## src/rtl/smb_host_pkg.sv

```systemverilog
package smb_host_pkg;

    typedef enum logic [2:0] {
        P_QUICK = 3'd0,
        P_BYTE  = 3'd1,
        P_BDATA = 3'd2,
        P_WORD  = 3'd3,
        P_PROC  = 3'd4,
        P_BLOCK = 3'd5,
        P_BPROC = 3'd6,
        P_RSVD  = 3'd7
    } proto_e;

    typedef enum logic [1:0] {
        S_IDLE,
        S_WR,
        S_RD,
        S_END
    } seq_state_e;

    localparam logic [2:0] A_STAT = 3'd0;
    localparam logic [2:0] A_CTRL = 3'd1;
    localparam logic [2:0] A_CMD  = 3'd2;
    localparam logic [2:0] A_TGT  = 3'd3;
    localparam logic [2:0] A_D0   = 3'd4;
    localparam logic [2:0] A_D1   = 3'd5;
    localparam logic [2:0] A_BUF  = 3'd6;
    localparam logic [2:0] A_AUX  = 3'd7;

endpackage

```

## src/rtl/smb_blk_buf.sv

```systemverilog
module smb_blk_buf #(
    parameter int DEPTH = 32,
    localparam int BW   = $clog2(DEPTH)
) (
    input  logic          clk,
    input  logic          rst_n,
    input  logic          h_we,
    input  logic          h_rd,
    input  logic          h_clr,
    input  logic [7:0]    h_wdata,
    output logic [7:0]    h_rdata,
    output logic [BW-1:0] h_ptr,
    input  logic [BW-1:0] e_addr,
    input  logic          e_we,
    input  logic [7:0]    e_wdata,
    output logic [7:0]    e_rdata
);

    logic [7:0]    mem [DEPTH];
    logic [BW-1:0] ptr;

    assign h_rdata = mem[ptr];
    assign e_rdata = mem[e_addr];
    assign h_ptr   = ptr;

    always_ff @(posedge clk or negedge rst_n) begin
        if (!rst_n) begin
            ptr <= '0;
            for (int i = 0; i < DEPTH; i++) mem[i] <= 8'h00;
        end else begin
            if (e_we) mem[e_addr] <= e_wdata;
            else if (h_we) mem[ptr] <= h_wdata;
            if (h_clr) ptr <= '0;
            else if (h_we || h_rd) ptr <= ptr + 1'b1;
        end
    end

endmodule

```

## src/rtl/smb_host_seq.sv

```systemverilog
module smb_host_seq
    import smb_host_pkg::*;
#(
    parameter int BUF_DEPTH = 32,
    localparam int BW       = $clog2(BUF_DEPTH)
) (
    input  logic          clk,
    input  logic          rst_n,
    input  logic          start,
    input  proto_e        proto_i,
    input  logic          rd_dir,
    input  logic [7:0]    base_i,
    input  logic [7:0]    d0,
    input  logic [7:0]    d1,
    output logic          busy,
    output logic          tgt_req,
    output logic          tgt_we,
    output logic [7:0]    tgt_idx,
    output logic [7:0]    tgt_wdata,
    input  logic          tgt_ack,
    input  logic [7:0]    tgt_rdata,
    output logic [BW-1:0] buf_addr,
    output logic          buf_we,
    output logic [7:0]    buf_wdata,
    input  logic [7:0]    buf_rdata,
    output logic          d0_we,
    output logic [7:0]    d0_wdata,
    output logic          d1_we,
    output logic [7:0]    d1_wdata,
    output logic          fin,
    output logic          fin_err,
    output logic          fin_rej,
    output logic          ptr_clr
);

    localparam logic [7:0] FULL8 = 8'(BUF_DEPTH);
    localparam logic [7:0] HALF8 = 8'(BUF_DEPTH / 2);

    seq_state_e state;
    proto_e     proto_q;
    logic [7:0] base_q, nwr_q, nrd_q, cnt;
    logic       err_q, rej_q;
    logic       dec_rej;
    logic [7:0] dec_nwr, dec_nrd;

    // protocol decode: number of write and read accesses, or rejection
    always_comb begin
        dec_rej = 1'b0;
        dec_nwr = 8'd0;
        dec_nrd = 8'd0;
        unique case (proto_i)
            P_QUICK: dec_nrd = 8'd1;
            P_BYTE, P_BDATA: if (rd_dir) dec_nrd = 8'd1; else dec_nwr = 8'd1;
            P_WORD:  if (rd_dir) dec_nrd = 8'd2; else dec_nwr = 8'd2;
            P_PROC:  if (rd_dir) dec_rej = 1'b1;
                     else begin dec_nwr = 8'd2; dec_nrd = 8'd2; end
            P_BLOCK: if (rd_dir) dec_nrd = FULL8;
                     else if (d0 > FULL8) dec_rej = 1'b1;
                     else dec_nwr = d0;
            P_BPROC: if (rd_dir || d0 > HALF8) dec_rej = 1'b1;
                     else begin dec_nwr = d0; dec_nrd = d0; end
            P_RSVD:  dec_rej = 1'b1;
        endcase
    end

    // state register and transaction context
    always_ff @(posedge clk or negedge rst_n) begin
        if (!rst_n) begin
            state   <= S_IDLE;
            proto_q <= P_QUICK;
            base_q  <= '0;
            nwr_q   <= '0;
            nrd_q   <= '0;
            cnt     <= '0;
            err_q   <= 1'b0;
            rej_q   <= 1'b0;
        end else begin
            unique case (state)
                S_IDLE: if (start) begin
                    proto_q <= proto_i;
                    base_q  <= base_i;
                    nwr_q   <= dec_nwr;
                    nrd_q   <= dec_nrd;
                    cnt     <= '0;
                    err_q   <= 1'b0;
                    rej_q   <= dec_rej;
                    if (dec_rej)            state <= S_END;
                    else if (dec_nwr != 0)  state <= S_WR;
                    else if (dec_nrd != 0)  state <= S_RD;
                    else                    state <= S_END;
                end
                S_WR: begin
                    if (!tgt_ack) begin
                        err_q <= 1'b1;
                        state <= S_END;
                    end else if (cnt == nwr_q - 8'd1) begin
                        cnt   <= '0;
                        state <= (nrd_q != 0) ? S_RD : S_END;
                    end else begin
                        cnt <= cnt + 8'd1;
                    end
                end
                S_RD: begin
                    if (!tgt_ack) begin
                        err_q <= 1'b1;
                        state <= S_END;
                    end else if (cnt == nrd_q - 8'd1) begin
                        cnt   <= '0;
                        state <= S_END;
                    end else begin
                        cnt <= cnt + 8'd1;
                    end
                end
                S_END: state <= S_IDLE;
            endcase
        end
    end

    // outputs
    always_comb begin
        busy      = (state != S_IDLE);
        tgt_req   = 1'b0;
        tgt_we    = 1'b0;
        tgt_idx   = base_q + cnt;
        tgt_wdata = 8'h00;
        buf_addr  = cnt[BW-1:0];
        buf_we    = 1'b0;
        buf_wdata = tgt_rdata;
        d0_we     = 1'b0;
        d0_wdata  = tgt_rdata;
        d1_we     = 1'b0;
        d1_wdata  = tgt_rdata;
        fin       = 1'b0;
        fin_err   = 1'b0;
        fin_rej   = 1'b0;
        ptr_clr   = 1'b0;
        unique case (state)
            S_IDLE: ;
            S_WR: begin
                tgt_req = 1'b1;
                tgt_we  = 1'b1;
                case (proto_q)
                    P_BYTE: begin tgt_idx = 8'h00; tgt_wdata = base_q; end
                    P_BLOCK, P_BPROC: tgt_wdata = buf_rdata;
                    default: tgt_wdata = (cnt == 8'd0) ? d0 : d1;
                endcase
            end
            S_RD: begin
                tgt_req = 1'b1;
                case (proto_q)
                    P_QUICK: tgt_idx = 8'h00;
                    P_BYTE: begin tgt_idx = 8'h00; d0_we = tgt_ack; end
                    P_BDATA: d0_we = tgt_ack;
                    P_WORD: begin
                        d0_we = tgt_ack && (cnt == 8'd0);
                        d1_we = tgt_ack && (cnt != 8'd0);
                    end
                    P_PROC: begin
                        d1_we = tgt_ack && (cnt == 8'd0);
                        d0_we = tgt_ack && (cnt != 8'd0);
                    end
                    P_BLOCK: buf_we = tgt_ack;
                    P_BPROC: begin
                        tgt_idx = base_q + nwr_q - 8'd1 - cnt;
                        buf_we  = tgt_ack;
                    end
                    default: ;
                endcase
            end
            S_END: begin
                fin     = 1'b1;
                fin_err = err_q;
                fin_rej = rej_q;
                if (!err_q && !rej_q && nrd_q != 0 &&
                    (proto_q == P_BLOCK || proto_q == P_BPROC)) begin
                    d0_we    = 1'b1;
                    d0_wdata = nrd_q;
                end
                ptr_clr = !err_q && !rej_q && (proto_q == P_BPROC);
            end
        endcase
    end

    assert_abort_R12: assert property (@(posedge clk) disable iff (!rst_n)
        tgt_req && !tgt_ack |=> !tgt_req);

    assert_launch_R3: assert property (@(posedge clk) disable iff (!rst_n)
        $rose(busy) |-> $past(start));

    assert_hold_R4: assert property (@(posedge clk) disable iff (!rst_n)
        (state == S_WR || state == S_RD) && start |=> $stable(proto_q));

endmodule

```

## src/rtl/smb_host_engine.sv

```systemverilog
module smb_host_engine
    import smb_host_pkg::*;
#(
    parameter int BUF_DEPTH = 32,
    localparam int BW       = $clog2(BUF_DEPTH)
) (
    input  logic       clk,
    input  logic       rst_n,
    input  logic       reg_wr,
    input  logic       reg_rd,
    input  logic [2:0] reg_addr,
    input  logic [7:0] reg_wdata,
    output logic [7:0] reg_rdata,
    output logic       tgt_req,
    output logic       tgt_we,
    output logic [6:0] tgt_addr,
    output logic [7:0] tgt_idx,
    output logic [7:0] tgt_wdata,
    input  logic [7:0] tgt_rdata,
    input  logic       tgt_ack,
    output logic       irq
);

    logic       st_done, st_err, st_rej;
    logic       irq_en;
    proto_e     proto;
    logic [7:0] cmd_r, tgt_r, d0_r, d1_r, aux_r;

    logic          seq_busy, seq_fin, seq_ferr, seq_frej, seq_pclr;
    logic          d0_we, d1_we, sbuf_we;
    logic [7:0]    d0_wd, d1_wd, sbuf_wd, sbuf_rd, hbuf_rd;
    logic [BW-1:0] sbuf_addr, buf_ptr;

    wire wr_ctrl = reg_wr && (reg_addr == A_CTRL);
    wire start   = wr_ctrl && reg_wdata[6];

    assign tgt_addr = tgt_r[7:1];
    assign irq      = irq_en && (st_done || st_err || st_rej);

    smb_blk_buf #(.DEPTH(BUF_DEPTH)) u_buf (
        .clk, .rst_n,
        .h_we    (reg_wr && reg_addr == A_BUF),
        .h_rd    (reg_rd && reg_addr == A_BUF),
        .h_clr   ((reg_rd && reg_addr == A_CTRL) || seq_pclr),
        .h_wdata (reg_wdata),
        .h_rdata (hbuf_rd),
        .h_ptr   (buf_ptr),
        .e_addr  (sbuf_addr),
        .e_we    (sbuf_we),
        .e_wdata (sbuf_wd),
        .e_rdata (sbuf_rd)
    );

    smb_host_seq #(.BUF_DEPTH(BUF_DEPTH)) u_seq (
        .clk, .rst_n,
        .start     (start),
        .proto_i   (proto_e'(reg_wdata[3:1])),
        .rd_dir    (tgt_r[0]),
        .base_i    (cmd_r),
        .d0        (d0_r),
        .d1        (d1_r),
        .busy      (seq_busy),
        .tgt_req, .tgt_we, .tgt_idx, .tgt_wdata, .tgt_ack, .tgt_rdata,
        .buf_addr  (sbuf_addr),
        .buf_we    (sbuf_we),
        .buf_wdata (sbuf_wd),
        .buf_rdata (sbuf_rd),
        .d0_we, .d0_wdata (d0_wd),
        .d1_we, .d1_wdata (d1_wd),
        .fin       (seq_fin),
        .fin_err   (seq_ferr),
        .fin_rej   (seq_frej),
        .ptr_clr   (seq_pclr)
    );

    always_ff @(posedge clk or negedge rst_n) begin
        if (!rst_n) begin
            {st_done, st_err, st_rej} <= '0;
            irq_en <= 1'b0;
            proto  <= P_QUICK;
            cmd_r  <= '0;
            tgt_r  <= '0;
            d0_r   <= '0;
            d1_r   <= '0;
            aux_r  <= '0;
        end else begin
            if (reg_wr && reg_addr == A_STAT) begin
                if (reg_wdata[1]) st_done <= 1'b0;
                if (reg_wdata[2]) st_err  <= 1'b0;
                if (reg_wdata[3]) st_rej  <= 1'b0;
            end
            if (seq_fin) begin
                if (!seq_ferr && !seq_frej) st_done <= 1'b1;
                if (seq_ferr) st_err <= 1'b1;
                if (seq_frej) st_rej <= 1'b1;
            end
            if (wr_ctrl) begin
                irq_en <= reg_wdata[0];
                proto  <= proto_e'(reg_wdata[3:1]);
            end
            if (reg_wr && reg_addr == A_CMD) cmd_r <= reg_wdata;
            if (reg_wr && reg_addr == A_TGT) tgt_r <= reg_wdata;
            if (reg_wr && reg_addr == A_AUX) aux_r <= reg_wdata;
            if (d0_we) d0_r <= d0_wd;
            else if (reg_wr && reg_addr == A_D0) d0_r <= reg_wdata;
            if (d1_we) d1_r <= d1_wd;
            else if (reg_wr && reg_addr == A_D1) d1_r <= reg_wdata;
        end
    end

    always_comb begin
        unique case (reg_addr)
            A_STAT: reg_rdata = {4'h0, st_rej, st_err, st_done, seq_busy};
            A_CTRL: reg_rdata = {4'h0, proto, irq_en};
            A_CMD:  reg_rdata = cmd_r;
            A_TGT:  reg_rdata = tgt_r;
            A_D0:   reg_rdata = d0_r;
            A_D1:   reg_rdata = d1_r;
            A_BUF:  reg_rdata = hbuf_rd;
            A_AUX:  reg_rdata = aux_r;
        endcase
    end

    assert_ptr_clr_R6: assert property (@(posedge clk) disable iff (!rst_n)
        reg_rd && reg_addr == A_CTRL |=> buf_ptr == '0);

    assert_ptr_step_R5: assert property (@(posedge clk) disable iff (!rst_n)
        reg_wr && reg_addr == A_BUF && !seq_busy |=> buf_ptr == $past(buf_ptr) + 1'b1);

    assert_irq_on_end_R13: assert property (@(posedge clk) disable iff (!rst_n)
        seq_fin && !reg_wr |=> irq == $past(irq_en));

    assert_start_reads_zero_R3: assert property (@(posedge clk) disable iff (!rst_n)
        reg_addr == A_CTRL |-> !reg_rdata[6]);

endmodule

```

## config.mk

```make
export PLATFORM = sky130hd
export DESIGN_NAME = smb_host_engine
export DESIGN_NICKNAME = d
export VERILOG_FILES = /design/src/rtl/smb_host_pkg.sv /design/src/rtl/smb_blk_buf.sv /design/src/rtl/smb_host_seq.sv /design/src/rtl/smb_host_engine.sv
export SDC_FILE = /design/constraint.sdc
export NUM_CORES = 1
export LEC_CHECK = 0
export BUFFER_PORTS_ARGS = -buffer_cell sky130_fd_sc_hd__buf_2
export CAP_MARGIN = 0
export CORE_ASPECT_RATIO = 2
export CORE_MARGIN = 10
export CORE_UTILIZATION = 40
export DETAILED_ROUTE_END_ITERATION = 10
export PLACE_DENSITY_LB_ADDON = 0.05
export SLEW_MARGIN = 20
export SYNTH_ARGS = -nofsm -noshare
export SYNTH_HDL_FRONTEND = slang
export SYNTH_SLANG_ARGS = --single-unit
```

## constraint.sdc

```tcl
create_clock -name clk -period 4.1 [get_ports clk]
set_clock_uncertainty 0.15 [all_clocks]
set_input_delay 0.205 -clock clk [delete_from_list [all_inputs] [get_ports clk]]
set_output_delay 0.205 -clock clk [all_outputs]
set_load 0.1 [all_outputs]
```

==> results by group <==
Outcome
  – Run status: finished, final reports clean

Global routing
  – First-pass GRT wire length: 139,000 um
  – Vias in the first global route: 19,236
  – Gr usage total: 29.4%
  – GRT overflow: 0
  – Initial antenna violation count: 2
  – Largest net degree at the start of global routing: 100

Route
  – Post-route DRC: 0
  – Via total after detailed routing: 18,733
  – Via density: 6.73
  – Pre-antenna DRT Iters: 7
  – Average routed wire per standard cell: 35.0 um
  – DRT antenna net count: 0
  – Number of DRC markers in iteration 0: 1,773
  – Total wire length: 97,500 um

Worst setup path
  – Delay-heaviest family, CP: compound AO/OA/AOI/OAI gates
  – CP Data Required Time: 3.74 ns
  – Critical Path Max Stage Delay: 0.66 ns
  – Critical path class: flop to output pin
  – Worst EP arrival: 3.66 ns
  – Worst path bufs/invs: 2
  – Slowest library cell on the worst path: dfrtp_1
  – Cell count along the critical path: 8
  – CP max FO: 15
  – Startpoint types: flop
  – Worst R2R Path Depth: 8
  – Reg-to-reg slack, setup: 0.67 ns
  – Crit end category: output pin
  – CP Cell Sequence: buf_4, nor2_1, and2_1, a22oi_1, o2111ai_1, a221oi_1, nor2b_1, buf_2

Logic synthesis
  – Part of the Yosys area used for sequential elements: 39.4%
  – Cell variety after synth: 83
  – Post-Synth Simple-Gate Area: 10.8%
  – Largest family of logic cells by synthesized area: compound AO/OA/AOI/OAI gates
  – Number of synthesized flops with an enable pin: 0
  – Post-synthesis compound-gate area fraction: 24.5%
  – Post-synthesis adder-cell area fraction: 2.46%
  – Syn Area/Cell: 10.8 sq um
  – Async S/R FF share, synth: 100%
  – Mapped Cells: 2,042
  – Mapped Area: 22,000 sq um
  – Prevailing post-synth register cell: dfrtp_1
  – Mapped Nets: 2,104
  – XOR/XNOR Fraction of Synth Area: 1.43%
  – Syn. warnings: 0
  – Register bit total from synthesis: 347
  – Mux contribution to synthesized area: 16.6%

Power
  – PwrDens: 689 nW/um^2
  – Logic pwr share: 49.9%
  – Total power: 17.0 mW
  – P_sw: 8.04 mW
  – Max IR drop VDD: 0.314 mV
  – Sequential Power Share: 28.0%
  – Internal Power: 8.95 mW
  – Clock power share: 22.1%
  – Leakage: 12.0 nW
  – Sw Ratio: 47.3%

Die
  – Total core area: 54,500 sq um
  – Starting Density: 40.4%
  – Die Height: 352 um
  – Die width: 186 um
  – DIE AREA: 65,500 sq um
  – IO Pins: 58
  – Cell row count: 121

Finish
  – Share of cells above drive strength 1: 22.6%
  – # fillers: 5,178
  – Final #Nets: 2,145
  – Number of diodes: 0
  – Synth-to-layout area growth: 11.8%

Placed design
  – Post-DP HPWL: 70,300 um
  – RePlAce Congestion: 0.976
  – PortBufs: 57
  – Dpl ws: 0.633 ns

Clocking
  – H-tree Lvls: 2
  – Clk Latency, worst-skew pair: 0.57 ns
  – Root Driver: clkbuf_16
  – Cts bufs inserted: 38
  – Reg clk slew, reported paths: 0.06 ns
  – CTS tree: done
  – CTS max path bufs: 3
  – CTS sink count: 347

Hold path
  – Hold WC Path Type: primary input to flop
  – Hold path depth: 3

Flow run
  – Max-capacitance violation count: 0

Timing
  – Post-Route Setup TNS: 0 ns
  – Final worst setup slack: 0.0847 ns
  – Period utilization: 97.9%
  – Slew Viols, Final: 0
  – Worst slew pin tran: 1.17 ns
  – Unrepaired setup endpoints after global routing: no
  – Relative slew margins: 21.7%
  – Fmax: 0.249 GHz
  – Fin. Hold Viols: 0
  – Setup violators final: 0
  – Tmin final: 4.02 ns
[stage by stage]
stage                     hold slack [ns]  area, sq um  std cells  utilization (%)
after global placement              0.185        23200       2707             42.6
final                              0.0549        24600       2785             45.2
after global routing               0.0590        24600       2785             45.2
after floorplan                    -0.241        22100       2042                -
after detailed placement            0.194        23200       2707             42.6
after CTS                          0.0250        24600       2777             45.1
[flip-flops by register name, summed over array words and instances, names as in the netlist]
name           cells
u_seq.rej_q        1
u_seq.nwr_q        8
aux_r              8
d1_r               8
tgt_r              8
u_seq.nrd_q        8
u_seq.state        2
cmd_r              8
u_seq.base_q       8
st_rej             1
u_buf.mem        256
u_buf.h_ptr        5
u_seq.proto_q      3
u_seq.cnt          8
st_done            1
u_seq.err_q        1
st_err             1
d0_r               8
irq_en             1
proto              3
[cells in the mapped netlist, drive strengths merged, types with 6 or more instances]
library cell	count	share of area [%]
clkbuf	87	1.6
o221ai	19	0.75
and3	10	0.28
o21ai	92	2.1
inv	69	1.2
mux2i	33	1.5
nor2	127	2.7
a22o	185	7.4
fa	9	0.82
a211oi	6	0.20
nand2	187	3.3
nor3b	10	0.39
o2111ai	8	0.32
a21o	186	6.3
nor4	6	0.20
nand2b	7	0.20
or2	6	0.17
a21oi	35	0.85
nand3	33	0.79
o22ai	15	0.48
a31oi	12	0.43
and2	12	0.35
mux4	128	13
a221oi	12	0.48
a22oi	115	3.9
nor3	25	0.72
xor2	10	0.40
nand4	6	0.17
mux2	40	2.0
buf	76	2.1
ha	29	1.6
xnor2	26	1.0
dfrtp	347	39
nor2b	13	0.37
[cells by family (layout without fill, tap and decap cells)]
family	after synthesis	count (layout)
AND/OR/NAND/NOR	471	471
flip-flops	347	347
XOR/XNOR	36	36
buffers and inverters	232	299
multiplexers	201	201
AO/OA/AOI/OAI	717	717
adder cells (fa/ha/maj)	38	38
[worst paths after layout]
kind / end / startpoint
setup / recovery: tgt_wdata[6] / u_seq.cnt[2]$_DFFE_PN0P_
hold / removal: u_buf.mem[75]$_DFFE_PN0P_ / tgt_rdata[3]
setup reg to reg: u_seq.cnt[6]$_DFFE_PN0P_ / u_seq.cnt[0]$_DFFE_PN0P_
hold reg to reg: u_buf.mem[65]$_DFFE_PN0P_ / u_buf.mem[65]$_DFFE_PN0P_
max in group asynchronous: u_buf.h_ptr[0]$_DFFE_PN0P_ / rst_n
min in group asynchronous: u_seq.nwr_q[6]$_DFFE_PN0P_ / rst_n
[power groups by stage]
stage	Combinational, mW	Sequential (mW)	Clock [mW]
floorplan	6.04	4.46	0
CTS	8.28	4.78	3.81
global placement	8.20	4.82	0
detailed placement	8.26	4.84	0
finish	8.48	4.75	3.75
global route	8.92	4.79	3.91
[cells in the final DEF, fill, tap and decap left out, types with 11 or more instances in the layout]
master / n
a22o_1: 185
o21ai_1: 17
a22oi_1: 114
buf_2: 55
a221oi_1: 12
xnor2_1: 26
buf_4: 94
a21o_1: 186
mux2i_1: 33
nor2b_1: 13
nand3_1: 31
and2_1: 11
clkbuf_16: 39
a21oi_1: 34
o21ai_0: 75
nor3_1: 20
o22ai_1: 13
nand2_1: 178
inv_1: 67
ha_1: 29
nor2_1: 82
o221ai_1: 19
mux2_2: 39
mux4_2: 128
dfrtp_1: 342
nor2_2: 42
[worst register-to-register path, stage by stage (launching register included)]
cell	delay, ns
dfrtp_4	0.52
buf_4	0.16
inv_1	0.17
ha_1	0.27
or3_1	0.37
nor3_1	0.65
a21oi_1	0.48
nor2_1	0.39
o21ai_0	0.14
[per-layer routing]
metal	vias to the layer above	GRT usage, %	part of all wire (%)
met3	301	3.41	5.5
met5	-	0	0.032
li1	7863	-	-
met4	4	23.6	9.8
met1	9675	30.7	33
met2	890	51.6	52
[timing repair]
action,CTS,global route
endpoints found under the setup margin,0,7
resized for setup,0,4
hold endpoints to repair,97,0
buffers inserted,0,7
hold buffers,4,0
[final cells by class]
| cell class | count | area (sq um) | share of cell area (%) |
|---|---|---|---|
| multi-input combinational | 1463 | 12300 | 50.0 |
| sequential | 347 | 8700 | 35.3 |
| timing repair buffer | 164 | 1240 | 5.02 |
| clock buffer | 51 | 1080 | 4.39 |
| tap | 676 | 846 | 3.43 |
| inverter | 69 | 259 | 1.05 |
| clock inverter | 15 | 214 | 0.868 |
(Power assumes the default switching activity.)
